## src/rtl/dmv_pkg.sv

```systemverilog
package dmv_pkg;
  // width of one relay code: codes 0..n+1
  function automatic int code_width(input int n);
    return $clog2(n + 2);
  endfunction
  // width of a count with one extra bit so the doubled count fits
  function automatic int count_width(input int n);
    return $clog2(n + 1) + 1;
  endfunction
endpackage

```

## src/rtl/dmv_tally.sv

```systemverilog
module dmv_tally #(
  parameter int N  = 3,
  parameter int VW = 3,
  parameter int CW = 3
) (
  input  logic [N*VW-1:0]     entries,
  output logic [(N+1)*CW-1:0] cand_counts,
  output logic [CW-1:0]       present_cnt
);
  // occurrences of each candidate code v (slot v-1)
  for (genvar v = 1; v <= N + 1; v++) begin : g_cand
    logic [CW-1:0] cnt;
    always_comb begin
      cnt = '0;
      for (int k = 0; k < N; k++) begin
        if (entries[k*VW +: VW] == VW'(v)) cnt = cnt + CW'(1);
      end
    end
    assign cand_counts[(v-1)*CW +: CW] = cnt;
  end

  // entries that are not the missing code
  always_comb begin
    present_cnt = '0;
    for (int k = 0; k < N; k++) begin
      if (entries[k*VW +: VW] != '0) present_cnt = present_cnt + CW'(1);
    end
  end
endmodule

```

## src/rtl/dmv_pick.sv

```systemverilog
module dmv_pick #(
  parameter int N  = 3,
  parameter int VW = 3,
  parameter int CW = 3
) (
  input  logic [(N+1)*CW-1:0] cand_counts,
  input  logic [CW-1:0]       present_cnt,
  output logic [VW-1:0]       winner
);
  logic [N+1:1] wins;

  for (genvar v = 1; v <= N + 1; v++) begin : g_cmp
    logic [CW-1:0] doubled;
    assign doubled  = cand_counts[(v-1)*CW +: CW] << 1;
    assign wins[v]  = (doubled > present_cnt);
  end

  // at most one candidate can exceed half; scan keeps the lowest anyway
  always_comb begin
    winner = '0;
    for (int v = N + 1; v >= 1; v--) begin
      if (wins[v]) winner = VW'(v);
    end
  end
endmodule

```

## src/rtl/dmv_outreg.sv

```systemverilog
module dmv_outreg #(
  parameter int VW = 3
) (
  input  logic          clk,
  input  logic          rst_n,
  input  logic          in_valid,
  output logic          in_ready,
  input  logic [VW-1:0] next_vote,
  output logic          out_valid,
  input  logic          out_ready,
  output logic [VW-1:0] out_vote
);
  logic          held;
  logic [VW-1:0] vote_q;
  logic          take;

  assign in_ready = !held || out_ready;
  assign take     = in_valid && in_ready;

  always_ff @(posedge clk) begin
    if (!rst_n) begin
      held   <= 1'b0;
      vote_q <= '0;
    end else if (take) begin
      held   <= 1'b1;
      vote_q <= next_vote;
    end else if (out_ready) begin
      held   <= 1'b0;
    end
  end

  assign out_valid = held;
  assign out_vote  = vote_q;
endmodule

```

## src/rtl/dmv_voter.sv

```systemverilog
module dmv_voter #(
  parameter int N  = 3,
  parameter int VW = dmv_pkg::code_width(N)
) (
  input  logic          clk,
  input  logic          rst_n,
  input  logic          in_valid,
  output logic          in_ready,
  input  logic [N*VW-1:0] in_entries,
  output logic          out_valid,
  input  logic          out_ready,
  output logic [VW-1:0] out_vote
);
  localparam int CW = dmv_pkg::count_width(N);

  logic [(N+1)*CW-1:0] cand_counts;
  logic [CW-1:0]       present_cnt;
  logic [VW-1:0]       winner;

  dmv_tally #(.N(N), .VW(VW), .CW(CW)) u_tally (
    .entries     (in_entries),
    .cand_counts (cand_counts),
    .present_cnt (present_cnt)
  );

  dmv_pick #(.N(N), .VW(VW), .CW(CW)) u_pick (
    .cand_counts (cand_counts),
    .present_cnt (present_cnt),
    .winner      (winner)
  );

  dmv_outreg #(.VW(VW)) u_out (
    .clk       (clk),
    .rst_n     (rst_n),
    .in_valid  (in_valid),
    .in_ready  (in_ready),
    .next_vote (winner),
    .out_valid (out_valid),
    .out_ready (out_ready),
    .out_vote  (out_vote)
  );
endmodule

```

## config.mk

```make
export PLATFORM = sky130hd
export DESIGN_NAME = dmv_voter
export DESIGN_NICKNAME = d
export VERILOG_FILES = /design/src/rtl/dmv_pkg.sv /design/src/rtl/dmv_tally.sv /design/src/rtl/dmv_pick.sv /design/src/rtl/dmv_outreg.sv /design/src/rtl/dmv_voter.sv
export SDC_FILE = /design/constraint.sdc
export NUM_CORES = 1
export LEC_CHECK = 0
export BUFFER_PORTS_ARGS = -buffer_cell sky130_fd_sc_hd__buf_2
export CAP_MARGIN = 20
export CORE_MARGIN = 2
export CORE_UTILIZATION = 40
export DETAILED_ROUTE_END_ITERATION = 8
export GPL_ROUTABILITY_DRIVEN = 0
export SLEW_MARGIN = 20
export SYNTH_ARGS = -nofsm -noshare
export SYNTH_HDL_FRONTEND = slang
export SYNTH_SLANG_ARGS = --single-unit
```

## constraint.sdc

```tcl
create_clock -name clk -period 3.74 [get_ports clk]
set_input_delay 0.748 -clock clk [delete_from_list [all_inputs] [get_ports clk]]
set_output_delay 0.748 -clock clk [all_outputs]
set_load 0.03 [all_outputs]
```

# Yosys cells after proc, flatten, opt, wreduce, memory -nomap -nowiden
# Index checks and enable logic that the tools add are counted.
[classes]
addsub = 10
reduce_logical = 7
magnitude_cmp = 4
muxes = 21
eq_ne = 12
[ops]
columns = ["op", "n"]
rows = [
  ["== test 3 x 2 -> 1 bit, second input constant", 6],
  ["2-to-1 mux 3 bit", 6],
  ["2-to-1 mux 2 bit", 8],
  ["greater-than comparator 3 bit", 4],
  ["adder 1 x 1 -> 2 bit, second input constant", 5],
  ["== test 3 x 1 -> 1 bit, second input constant", 3],
  ["== test 3 bit, second input constant", 3],
  ["nonzero test 3 bit", 3],
  ["adder 2 x 1 -> 2 bit, second input constant", 4],
  ["2-to-1 mux 1 bit", 7],
  ["adder 3 x 1 -> 3 bit, second input constant", 1],
  ["nonzero test 2 bit", 1],
  ["logical AND 1 bit", 1],
  ["zero test 1 bit", 1],
  ["logical OR 1 bit", 1],
]
[totals]
regBits = 4
output_inout_bits = 5
elab_cells = 56

# Longest topological paths before layout
# Gate-level depths: netlist of the first run.
[depth]
ltp_word = 11
mapped_depth = 12
mapped_depth_nobuf = 12

# Modules after synthesis
# A second synthesis of the first run with hierarchy kept.
[unflattened]
cells_unflattened = 99
area_unflattened_um2 = 804.5
[by_module_without_submodules]
columns = ["module", "instances", "cells_each", "seq_area_each_um2", "area_per_inst_um2"]
rows = [
  ["dmv_tally", 1, 59, 0.0, 444.2],
  ["dmv_pick", 1, 23, 0.0, 190.2],
  ["dmv_outreg", 1, 17, 80.1, 170.2],
]

# Least setup slack after synthesis of the first run
# No wires, ideal clock.
[synth_timing]
kind = "input-to-reg"
startpoint = "input in_entries[3]"
endpoint = "register u_out.vote_q[2] (netlist: u_out.out_vote[2])"
cell_stages = 12
required_time_ps = 3623
path_slack_ps = 699
arrival_ps = 2923
cell_sequence = "or3_1 > buf_6 > inv_1 > ha_1 > o31a_1 > nand2_1 > ha_1 > o211ai_1 > a31oi_1 > o31ai_2 > nor3_1 > a32o_1"
[synth_between]
elab_chain_cells = 9
word_cells_on_any_way = 28
classes_between = "5 x add/sub; 4 x order compare; 4 x eq/ne; 14 x mux; 1 x reduce/logical"
[synth_lines]
columns = ["item", "line_no", "text"]
rows = [
  ["start: declaration", "dmv_voter.sv:9", "input logic [N*VW-1:0] in_entries,"],
  ["nonzero test 3 bit / == test 3 bit (equally long branches)", "dmv_tally.sv:26, dmv_tally.sv:16", ""],
  ["2-to-1 mux 3 bit / 2-to-1 mux 2 bit (equally long branches)", "dmv_tally.sv:26, dmv_tally.sv:16", ""],
  ["adder 3 x 1 -> 3 bit / adder 2 x 1 -> 2 bit (equally long branches)", "dmv_tally.sv:26, dmv_tally.sv:16", ""],
  ["2-to-1 mux 3 bit / 2-to-1 mux 2 bit (equally long branches)", "dmv_tally.sv:26, dmv_tally.sv:16", ""],
  ["greater-than comparator 3 bit", "dmv_pick.sv:15", "assign wins[v] = (doubled > present_cnt);"],
  ["2-to-1 mux 3 bit (3 in series)", "dmv_pick.sv:22", "if (wins[v]) winner = VW'(v);"],
  ["2-to-1 mux 3 bit *", "dmv_pick.sv:22", ""],
  ["end signal: assignment", "dmv_outreg.sv:26", "vote_q <= next_vote;"],
  ["end: declaration", "dmv_outreg.sv:14", "logic [VW-1:0] vote_q;"],
]
# Mark *: on every way between the ends. The rest lies on a longest branch, timed or not.
# A chain may end at the register's enable or synchronous reset.

# Final worst setup path of the first run
# Ends and elaborated chain as after synthesis.

==> qor_table.md, run 1 <==
| Stage | Item | Value |
|---|---|---|
| run status | Status | finished clean |
| logic synthesis | Library cell occupying the most area in the post-synthesis netlist | ha_1 |
| critical path | Flop2flop setup slack | 2.59 ns |
| routing | Average routed wire per standard cell | 11.6 um |
| logic synthesis | Post-Synthesis Net Count | 133 |
| clock tree | Number of H-tree branching levels | 1 |
| place | Quantity of I/O buffers inserted on ports | 17 |
| layout | Antenna Diode Count | 0 |
| worst hold path | Hold Crit Depth | 2 |
| critical path | Crit end category | flip-flop |
| routing | Router iterations before antenna repair | 3 |
| routing | Average via count per standard cell | 5.24 |
| layout | Synth-to-Final Area Change | 16.8% |
| logic synthesis | Syn avg cell area | 7.74 sq um |
| routing | Wirelength, routed | 1770 um |
| critical path | Setup Crit Path Kind | input port to flip-flop |
| floorplan | Num ports | 18 |
| logic synthesis | Unique cell type count in the Yosys netlist | 37 |
| timing | Largest clock skew in the final design | 0.00229 ns |
| layout | Final instance area | 958 sq um |
| timing | Fmax | 313 MHz |
| timing | Worst-case headroom to the max-slew limit | 72.1% |
| floorplan | Horiz. Die Dim | 49.3 um |
| critical path | Peak fanout along the critical path | 5 |
| clock tree | CTS tree | yes |
| layout | Share of layout cells above drive strength 1 | 23.8% |
| worst hold path | End point of the worst hold path | u_out.out_vote[1] |
| clock tree | Clock root buffer | clkbuf_4 |
| floorplan | Initial standard-cell utilization of the core | 42.3% |
| power | Leak | 0.473 nW |
| logic synthesis | Commonest register cell after synthesis | dfxtp_1 |
| critical path | Cells along the critical path | buf_2, or3_1, inv_1, ha_1, o31a_1, nand2_1, ha_1, o211ai_1, a31oi_1, o31ai_2, nor3_1, a32o_1 |
| timing | Unrepaired setup endpoints after global routing | false |
| grt | Via count of the first global-routing pass | 799 |
| critical path | Cell repeated most along the worst path | ha_1 |
| routing | Remaining antenna violation count | 0 |
| critical path | Cell at the slowest stage of the critical path | or3_1 |
| timing | Fin. Hold Viols | 0 |
| critical path | FF-to-FF path depth | 5 |
| layout | Number of filler instances in the final layout | 203 |
| routing | Initial detailed-routing violation count | 5 |
| logic synthesis | Instance count of the mapped netlist | 106 |
| grt | GRT Total Usage | 16.8% |
| timing | Actual transition at the worst max-transition pin | 0.415 ns |
| logic synthesis | Most numerous cell in the Yosys netlist | ha_1 |
| timing | Fin crit share | 85.3% |
| clock tree | Cts repair resizes | 0 |
| clock tree | Post CTS Setup Buffer Count | 0 |
| power | Power density over the cells | 192 mW/mm^2 |
| layout | Final standard cell utilization of the core | 49.4% |
| grt | Sum of overflow across all layers after global routing | 0 |
| logic synthesis | Fraction of the yosys area taken by sequential cells | 9.76% |
| routing | Routed via count | 802 |
| critical path | Data required time of the critical path | 3.87 ns |
| worst hold path | Hold Crit Class | flip-flop to flip-flop |
| critical path | Startpoint types | input port |
| timing | Crit path time final | 3.19 ns |
| place | Placed instance area | 936 sq um |
| logic synthesis | Share of async-settable or async-resettable flops after synthesis | 0% |
| clock tree | Hold buffers post-CTS | 0 |
| critical path | RR Endpoint | u_out.out_vote[2] |
| logic synthesis | Most numerous cell types in the synthesized netlist | ha_1 (14), inv_1 (13), nand2_1 (8), nor2_1 (8), a21oi_1 (7) |
| job | Max-cap violations | 0 |
| grt | Wire length of the first global-routing pass | 3240 um |
| grt | Antenna violations before repair | 0 |
| routing | Remaining routing DRC violations | 0 |
| critical path | Delay of the slowest cell on the worst path | 0.48 ns |
| critical path | Critical register-to-register path startpoint | u_out.out_valid |
| critical path | Data arrival at the endpoint of the critical path | 3.32 ns |
| timing | Sum of negative setup slack | 0 ns |
| logic synthesis | Register bit total from synthesis | 4 |
| floorplan | Overall die area | 0.00243 sq mm |
| clock tree | Maximum count of clock buffers along a single path | 2 |
| clock tree | Number of clock sinks seen by CTS | 4 |
| clock tree | Num CTS Buffers | 3 |
| floorplan | Area of the core | 0.00194 sq mm |
| logic synthesis | Number of enable flip-flop cells after synthesis | 0 |
| floorplan | Floorplan die height | 49.3 um |
| clock tree | Clk pin slew, worst setup/hold paths | 0.04 ns |
| place | Total half-perimeter wirelength after legalization and detailed placement | 1480 um |
| timing | Slew Limit Fails | 0 |
| floorplan | Number of placement rows | 16 |
| logic synthesis | Yosys warns | 0 |
| timing | Count of final setup violators | 0 |
| logic synthesis | Total standard cell area after synthesis | 821 sq um |
| clock tree | Later-pin clock latency in the skew report | 0.24 ns |
| layout | Net count of the finished layout | 155 |
| power | Worst-case vdd ir drop | 0.0981 mV |
| critical path | Origin of the worst setup path | in_entries[3] |
| logic synthesis | Top area cells in the synthesized netlist | ha_1 (21%), dfxtp_1 (9.8%), inv_1 (5.9%) |
| logic synthesis | Yosys top cell area share | 21.3% |
| grt | Maximum number of pins on one net before global-route repair | 9 |
| worst hold path | Worst hold start | u_out.out_vote[1] |
==> through the flow <==
stage | total power, mW | hold WS [ns] | setup WS [ns] | cells
6_report | 0.184 | 0.484 | 0.550 | 153
5_1_grt | 0.199 | 0.511 | 0.375 | 153
4_1_cts | 0.189 | 0.483 | 0.572 | 153
3_5_place_dp | 0.130 | 0.478 | 0.312 | 150
3_3_place_gp | 0.128 | 0.477 | 0.409 | 150
2_1_floorplan | 0.104 | 0.613 | 0.699 | 106
==> how the worst max path moves through the flow <==
stage | depth (start not counted) | endpoint | slack (ns)
after floorplan | 12 | u_out.out_vote[2] | 0.70
after global placement | 12 | u_out.out_vote[2] | 0.41
after detailed placement | 12 | u_out.out_vote[2] | 0.31
after CTS | 12 | u_out.out_vote[2] | 0.57
after global routing | 12 | u_out.out_vote[2] | 0.37
final | 12 | u_out.out_vote[2] | 0.55
==> cell families (layout without fill, tap and decap cells) <==
group                      count (synthesis)  count (layout)  synth area share [%]
and+or+nand+nor                           43              43                  32.2
AOI/OAI and AO/OA                         25              25                  23.6
buffers and inverters                     15              35                  7.77
adders and majority gates                 14              14                  21.3
xor gates and xnor gates                   5               5                  5.34
DFF                                        4               4                  9.76
==> cell usage in the layout (no fill, tap or decap), drive strengths merged, types with 3 or more instances in the layout <==
| master | synthesis | final |
|---|---|---|
| nand3 | 3 | 3 |
| a21oi | 7 | 7 |
| nor2 | 8 | 8 |
| inv | 14 | 14 |
| and3 | 3 | 3 |
| ha | 14 | 14 |
| o31ai | 3 | 3 |
| nor3 | 4 | 4 |
| nor3b | 5 | 5 |
| a31oi | 4 | 4 |
| dfxtp | 4 | 4 |
| clkbuf | 0 | 3 |
| buf | 1 | 18 |
| xor2 | 3 | 3 |
| o21ai | 3 | 3 |
| nand2 | 8 | 8 |
==> power breakdown <==
group	internal, mW	switching (mW)
Clock	0.0360	0.0192
Combinational	0.0333	0.0496
Sequential	0.0451	0.00113
Total	0.114	0.0700
==> per-layer routing <==
layer	vias to the layer above	track usage (%)	part of all wire, %
li1	427	-	-
met1	358	19.6	45
met2	15	31.8	52
met3	2	0	2.1
met4	0	7.14	0.68
met5	-	0	0
==> registers in the layout, indices dropped and copies added (netlist names) <==
signal,count
u_out.out_vote,3
u_out.out_valid,1
==> final cells by class <==
type                            instances  area, sq um  share of cell area, %
Clock buffer                            3         22.5                   2.35
Inverter                               14         52.6                   5.48
Multi-Input combinational cell         87          677                   70.6
Sequential cell                         4         80.1                   8.36
Tap cell                               27         33.8                   3.52
Timing Repair Buffer                   18         92.6                   9.66
==> worst max-delay path, delay by kind of cell <==
family                   cells  cell delay [ns]
buffers and inverters        2             0.28
AND/OR/NAND/NOR              3             0.73
AO/OA/AOI/OAI                5             1.01
adder cells (fa/ha/maj)      2             0.55
Power figures use the tool's default switching activity.
==> inputs of run 2 (changes only) <==
--- a/config.mk
+++ b/config.mk
@@ -8,9 +8,10 @@
 export BUFFER_PORTS_ARGS = -buffer_cell sky130_fd_sc_hd__buf_2
 export CAP_MARGIN = 20
 export CORE_MARGIN = 2
-export CORE_UTILIZATION = 40
+export CORE_UTILIZATION = 35
 export DETAILED_ROUTE_END_ITERATION = 8
 export GPL_ROUTABILITY_DRIVEN = 0
+export RECOVER_POWER = 50
 export SLEW_MARGIN = 20
 export SYNTH_ARGS = -nofsm -noshare
 export SYNTH_HDL_FRONTEND = slang
==> run 2 against run 1 <==
  * Register-to-register slack better by 0.02 ns
  * Sequential power about the same
  * Total power down 0.31%
  * Clock-buffer cell count unchanged
  * Fmax down 1.2%
  * Critical endpoint unchanged
  * Via count is 0.75% lower
  * Clock skew up 0.0043 ns
  * Combinational power shrank 0.5%
  * Sequential cell count unchanged
  * Critical path type unchanged
  * Sequential share of layout area barely moved
  * Cell count is 0.65% higher
  * Largest cell class unchanged
  * Critical path depth did not move
==> qor_table.md, run 2 (same netlist as run 1, synthesis figures left out) <==
| Stage | Item | Value | vs previous |
|---|---|---|---|
| clock tree | CTS tree | yes |  |
| clock tree | Clock root buffer | clkbuf_4 |  |
| power | Internal power | 0.114 mW | -0.48% |
| routing | Routed via count | 796 | -0.75% |
| power | Worst-case vdd ir drop | 0.122 mV | +24% |
| layout | Commonest non-fill, non-tap cells in the layout | ha_1 (14), buf_2 (14), inv_1 (13), nor2_1 (8), nand2_1 (8) |  |
| critical path | Crit end category | flip-flop |  |
| routing | Met3 Wirelength | 77 um | +110% |
| power | Sw Ratio | 38.1% | +0.10 points |
| floorplan | Overall die area | 0.00275 sq mm | +13% |
| clock tree | Later-pin clock latency in the skew report | 0.24 ns | about the same |
| grt | Sum of overflow across all layers after global routing | 0 | unchanged |
| routing | DR top layer | met4 |  |
| power | Clock share of power | 30.0% | about the same |
| clock tree | Clk pin slew, worst setup/hold paths | 0.04 ns | about the same |
| clock tree | Number of H-tree branching levels | 1 | unchanged |
| timing | Sum of negative setup slack | 0 ns | unchanged |
| power | Proportion of power drawn by flip-flops and latches | 25.1% | about the same |
| routing | Initial detailed-routing violation count | 21 | +16 |
| clock tree | Number of clock sinks seen by CTS | 4 | unchanged |
| critical path | Startpoint types | input port |  |
| power | Leak | 0.461 nW | -2.5% |
| power | Psw | 0.0700 mW | about the same |
| timing | Actual transition at the worst max-transition pin | 0.414 ns | -0.00124 ns |
| timing | Fin crit share | 86.4% | +1.1 points |
| worst hold path | Hold Crit Class | flip-flop to flip-flop |  |
| clock tree | Maximum count of clock buffers along a single path | 2 | unchanged |
| timing | Slew Limit Fails | 0 | unchanged |
| layout | Net count of the finished layout | 155 | unchanged |
| floorplan | Area of the core | 0.00221 sq mm | +14% |
| place | Cell total after placement | 151 | +0.67% |
| job | Max-cap violations | 0 | unchanged |
| power | Part of the total power dissipated in combinational logic | 44.9% | about the same |
| grt | Maximum number of pins on one net before global-route repair | 9 | unchanged |
| layout | Final standard cell utilization of the core | 43.2% | -6.1 points |
| timing | Worst-case headroom to the max-slew limit | 72.3% | +0.15 points |
| run status | Status | finished clean |  |
| timing | Largest clock skew in the final design | 0.00663 ns | +0.00434 ns |
| timing | Crit path time final | 3.23 ns | +0.0393 ns |
| timing | Fmax | 310 MHz | -1.2% |
| timing | Unrepaired setup endpoints after global routing | false |  |
| power | Overall Power | 0.184 mW | -0.31% |
| routing | Router iterations before antenna repair | 4 | +1 |
| layout | Antenna Diode Count | 0 | unchanged |
| layout | Number of filler instances in the final layout | 241 | +19% |
| clock tree | Cts repair resizes | 0 | unchanged |
| floorplan | Floorplan die height | 52.4 um | +6.3% |
| clock tree | Num CTS Buffers | 3 | unchanged |
| layout | Non-filler instance count after layout | 154 | +0.65% |
| power | Power density over the cells | 192 mW/mm^2 | about the same |
| routing | Detailed-route wire length on metal 1 | 809 um | +1.4% |
| grt | Antenna violations before repair | 0 | unchanged |
| clock tree | Post CTS Setup Buffer Count | 0 | unchanged |
| floorplan | Initial standard-cell utilization of the core | 37.1% | -5.2 points |
| timing | Count of final setup violators | 0 | unchanged |
| layout | Largest register FFs | 3 | unchanged |
| place | Quantity of I/O buffers inserted on ports | 17 | unchanged |
| floorplan | Number of placement rows | 17 | +1 |
| clock tree | Hold buffers post-CTS | 0 | unchanged |
| routing | Remaining antenna violation count | 0 | unchanged |
| critical path | Data arrival at the endpoint of the critical path | 3.36 ns | +0.04 ns |
| layout | Synth-to-Final Area Change | 16.5% |  |
| layout | Share of layout cells above drive strength 1 | 21.4% | -2.4 points |
| timing | Fin. Hold Viols | 0 | unchanged |
| routing | Average via count per standard cell | 5.17 | -1.4% |
| critical path | Setup Crit Path Kind | input port to flip-flop |  |
| routing | Wirelength, routed | 1750 um | -1.3% |
| routing | Remaining routing DRC violations | 0 | unchanged |
| routing | Average routed wire per standard cell | 11.3 um | -1.9% |
| grt | GRT Total Usage | 14.4% | -2.3 points |
| routing | Met2 Routed Length | 851 um | -7.7% |
| grt | Via count of the first global-routing pass | 760 | -4.9% |
| place | Total half-perimeter wirelength after legalization and detailed placement | 1490 um | +0.78% |
| floorplan | Num ports | 18 | unchanged |
| floorplan | Horiz. Die Dim | 52.4 um | +6.3% |
| critical path | Data required time of the critical path | 3.87 ns | about the same |
| critical path | Peak fanout along the critical path | 5 | unchanged |
| grt | Wire length of the first global-routing pass | 3040 um | -6.0% |
run 2: cell count changes in the layout (fill, tap and decap cells not counted), sizes merged:
cell and change:
clkbuf +3, buf -3
run 2: routing by layer:
| metal | vias up | track usage [%] |
|---|---|---|
| met5 | - | 0 |
| met4 | 0 | 2.56 |
| met3 | 2 | 2.57 |
| met2 | 22 | 27.1 |
| met1 | 346 | 16.9 |
| li1 | 426 | - |
run 2: power by group through the flow:
stage	combinational [mW]	sequential, mW	clock, mW
6_report	0.0825	0.0462	0.0551
5_1_grt	0.0933	0.0467	0.0597
4_1_cts	0.0832	0.0462	0.0558
3_5_place_dp	0.0829	0.0469	0
3_3_place_gp	0.0804	0.0467	0
2_1_floorplan	0.0531	0.0513	0
run 2: path summary, 6_finish.rpt:
kind / depth (start not counted) / start / slack [ns] / end
setup / recovery: 12 / in_entries[3] / 0.51 / u_out.out_vote[2]
hold / removal: 2 / u_out.out_vote[1] / 0.49 / u_out.out_vote[1]
setup reg to reg: 5 / u_out.out_valid / 2.61 / u_out.out_vote[2]
hold reg to reg: 2 / u_out.out_vote[1] / 0.49 / u_out.out_vote[1]
run 2: through the flow:
| stage | worst slack (ns) | hold WS, ns | instance area [sq um] |
|---|---|---|---|
| detailed placement | 0.298 | 0.481 | 937 |
| global route | 0.329 | 0.520 | 956 |
| global placement | 0.429 | 0.477 | 937 |
| finish | 0.510 | 0.488 | 956 |
| CTS | 0.538 | 0.489 | 960 |
| floorplan | 0.699 | 0.613 | 821 |
run 2: worst max-delay path, cell delays in order:
cell	delay, ns
buf_2	0.12
or3_1	0.49
inv_1	0.17
ha_1	0.18
o31a_1	0.23
nand2_1	0.17
ha_1	0.38
o211ai_1	0.10
a31oi_1	0.12
o31ai_2	0.32
nor3_1	0.11
a32o_1	0.21
run 2: layout make-up:
cell class	count	area, sq um	area share [%]
sequential	4	80.1	8.38
multi-input combinational	87	677	70.8
timing repair buffer	18	88.8	9.29
clock buffer	3	22.5	2.36
inverter	14	52.6	5.50
tap	28	35.0	3.66
==> inputs of run 3 (changes only) <==
--- a/config.mk
+++ b/config.mk
@@ -5,11 +5,11 @@
 export SDC_FILE = /design/constraint.sdc
 export NUM_CORES = 1
 export LEC_CHECK = 0
-export BUFFER_PORTS_ARGS = -buffer_cell sky130_fd_sc_hd__buf_2
 export CAP_MARGIN = 20
 export CORE_MARGIN = 2
 export CORE_UTILIZATION = 35
 export DETAILED_ROUTE_END_ITERATION = 8
+export DONT_BUFFER_PORTS = 1
 export GPL_ROUTABILITY_DRIVEN = 0
 export RECOVER_POWER = 50
 export SLEW_MARGIN = 20
==> constraint.sdc (replaced) <==
create_clock -name clk -period 3.2 [get_ports clk]
set_input_delay 0.64 -clock clk [delete_from_list [all_inputs] [get_ports clk]]
set_output_delay 0.64 -clock clk [all_outputs]
set_load 0.03 [all_outputs]
==> run 3 against run 2 <==
  * Wire length rose by 0.63%
  * Clock power grew 14%
  * Die area unchanged
  * Design area fell by 7.7%
  * Highest routed layer unchanged
==> qor_table.md, run 3 (same netlist as run 1, synthesis figures left out) <==
| Stage | Item | Value | vs previous |
|---|---|---|---|
| clock tree | Clk pin slew, worst setup/hold paths | 0.04 ns | about the same |
| grt | Maximum number of pins on one net before global-route repair | 9 | unchanged |
| power | Psw | 0.0700 mW | about the same |
| place | Cell total after placement | 135 | -11% |
| place | Quantity of I/O buffers inserted on ports | 0 | -17 |
| grt | Wire length of the first global-routing pass | 2750 um | -9.5% |
| routing | Router iterations before antenna repair | 3 | -1 |
| critical path | Cell at the slowest stage of the critical path | or3_1 |  |
| timing | Sum of negative setup slack | 0 ns | unchanged |
| clock tree | Post CTS Setup Buffer Count | 0 | unchanged |
| job | Max-cap violations | 0 | unchanged |
| clock tree | Clock root buffer | clkbuf_4 |  |
| routing | Remaining routing DRC violations | 0 | unchanged |
| timing | Slew Limit Fails | 0 | unchanged |
| routing | Remaining antenna violation count | 0 | unchanged |
| timing | Fin crit share | 89.5% |  |
| clock tree | CTS tree | yes |  |
| floorplan | Number of placement rows | 17 | unchanged |
| routing | Average via count per standard cell | 5.33 | +3.2% |
| power | Proportion of power drawn by flip-flops and latches | 30.1% | +5.0 points |
| timing | Largest clock skew in the final design | 0.00332 ns | -0.00331 ns |
| worst hold path | Hold Crit Class | input port to flip-flop |  |
| timing | Worst-case headroom to the max-slew limit | 72.3% | +0.084 points |
| critical path | Cells along the critical path | or3_1, inv_1, ha_1, o31a_1, nand2_1, ha_1, o211ai_1, a31oi_1, o31ai_2, nor3_1, a32o_1 |  |
| critical path | FF-to-FF path depth | 5 | unchanged |
| floorplan | Floorplan die height | 52.4 um | unchanged |
| critical path | Critical register-to-register path startpoint | u_out.out_valid |  |
| clock tree | Later-pin clock latency in the skew report | 0.24 ns | about the same |
| clock tree | Maximum count of clock buffers along a single path | 2 | unchanged |
| timing | Count of final setup violators | 0 | unchanged |
| floorplan | Area of the core | 0.00221 sq mm | unchanged |
| layout | Antenna Diode Count | 0 | unchanged |
| critical path | Peak fanout along the critical path | 5 | unchanged |
| critical path | Startpoint types | input port |  |
| critical path | Crit end category | flip-flop |  |
| floorplan | Overall die area | 0.00275 sq mm | unchanged |
| layout | Largest register FFs | 3 | unchanged |
| clock tree | Cts repair resizes | 0 | unchanged |
| timing | Crit path time final | 2.86 ns |  |
| grt | Via count of the first global-routing pass | 669 | -12% |
| power | Clock share of power | 31.8% | +1.8 points |
| timing | Fmax | 349 MHz |  |
| layout | Most frequent standard cell in the layout excluding fill and tap cells | ha_1 |  |
| layout | Non-filler instance count after layout | 138 | -10% |
| critical path | Critical path buffer and inverter count | 1 | -1 |
| timing | Fin. Hold Viols | 0 | unchanged |
| run status | Status | finished clean |  |
| floorplan | Initial standard-cell utilization of the core | 37.1% | unchanged |
| power | Worst-case vdd ir drop | 0.145 mV | +19% |
| critical path | Data required time of the critical path | 3.33 ns | -0.54 ns |
| routing | Routed via count | 736 | -7.5% |
| grt | GRT Total Usage | 13.4% | -0.99 points |
| timing | Actual transition at the worst max-transition pin | 0.412 ns | -0.00218 ns |
| clock tree | Number of clock sinks seen by CTS | 4 | unchanged |
| power | Sw Ratio | 35.4% | -2.7 points |
| power | Leak | 0.407 nW | -12% |
| timing | Unrepaired setup endpoints after global routing | false |  |
| layout | Net count of the finished layout | 139 | -10% |
| critical path | Origin of the worst setup path | in_entries[3] |  |
| layout | Share of layout cells above drive strength 1 | 12.7% | -8.7 points |
| power | Internal power | 0.128 mW | +12% |
| power | Part of the total power dissipated in combinational logic | 38.1% | -6.8 points |
| layout | Synth-to-Final Area Change | 7.47% |  |
| routing | Initial detailed-routing violation count | 7 | -67% |
| critical path | Cell family contributing the most delay on the critical path | compound AO/OA/AOI/OAI gates |  |
| critical path | Delay of the slowest cell on the worst path | 0.48 ns | about the same |
| power | Power density over the cells | 224 mW/mm^2 | +17% |
| layout | Commonest non-fill, non-tap cells in the layout | ha_1 (14), inv_1 (13), nor2_1 (8), nand2_1 (8), a21oi_1 (7) |  |
| place | Total half-perimeter wirelength after legalization and detailed placement | 1560 um | +4.4% |
| floorplan | Horiz. Die Dim | 52.4 um | unchanged |
| grt | Sum of overflow across all layers after global routing | 0 | unchanged |
| worst hold path | Worst hold start | in_valid |  |
| critical path | Critical path depth | 11 | -1 |
| routing | Wirelength, routed | 1760 um | +0.63% |
| worst hold path | Hold Crit Depth | 2 | unchanged |
| grt | Antenna violations before repair | 0 | unchanged |
| clock tree | Hold buffers post-CTS | 0 | unchanged |
| clock tree | Number of H-tree branching levels | 1 | unchanged |
| critical path | Data arrival at the endpoint of the critical path | 2.99 ns | -0.37 ns |
| routing | Average routed wire per standard cell | 12.7 um | +12% |
| clock tree | Num CTS Buffers | 3 | unchanged |
| critical path | Setup Crit Path Kind | input port to flip-flop |  |
| floorplan | Num ports | 18 | unchanged |
| critical path | Cell repeated most along the worst path | ha_1 |  |
## run 3: final cells by class
cell class	count	area [sq um]
Inverter	14	52.6
Fill cell	246	1330
Multi-Input combinational cell	87	677
Timing Repair Buffer	2	15.0
Sequential cell	4	80.1
Clock buffer	3	22.5
Tap cell	28	35.0
## run 3: path summary, 6_finish.rpt
path	endpoint	slack (ns)
worst max-delay path	u_out.out_vote[2]	0.34
worst min-delay path	u_out.out_valid	0.54
worst max register to register	u_out.out_vote[2]	1.64
worst min register to register	u_out.out_vote[1]	0.64
## run 3: worst register-to-register path, stage by stage (launching register included)
cell and delay, ns:
dfxtp_1 0.50, nand2b_1 0.31, and2_1 0.29, o31ai_2 0.07, nor3_1 0.08, a32o_1 0.20
## run 3: through the flow
stage | total power [mW] | area (sq um) | hold WS, ns | setup slack, ns | utilization, %
after global routing | 0.214 | 882 | 0.539 | 0.155 | 39.9
after detailed placement | 0.136 | 860 | 0.643 | 0.110 | 38.9
after floorplan | 0.122 | 821 | 0.613 | 0.267 | -
final | 0.198 | 882 | 0.539 | 0.336 | 39.9
after global placement | 0.134 | 860 | 0.627 | 0.151 | 38.9
after CTS | 0.201 | 882 | 0.536 | 0.354 | 39.9
## run 3: per-layer routing
layer	track usage (%)	share of wire, %	up-vias	wire (um)
met2	25.2	51	16	894
li1	-	-	392	-
met3	3.14	5.9	2	104
met1	14.8	42	326	745
met4	3.85	0.80	0	14
met5	0	0	-	0
## run 3: power by group through the flow
stage	Sequential [mW]	Clock (mW)	Combinational [mW]
final	0.0596	0.0629	0.0753
after CTS	0.0598	0.0652	0.0763
after global placement	0.0604	0	0.0735
after detailed placement	0.0606	0	0.0758
after global routing	0.0601	0.0689	0.0851
after floorplan	0.0600	0	0.0620
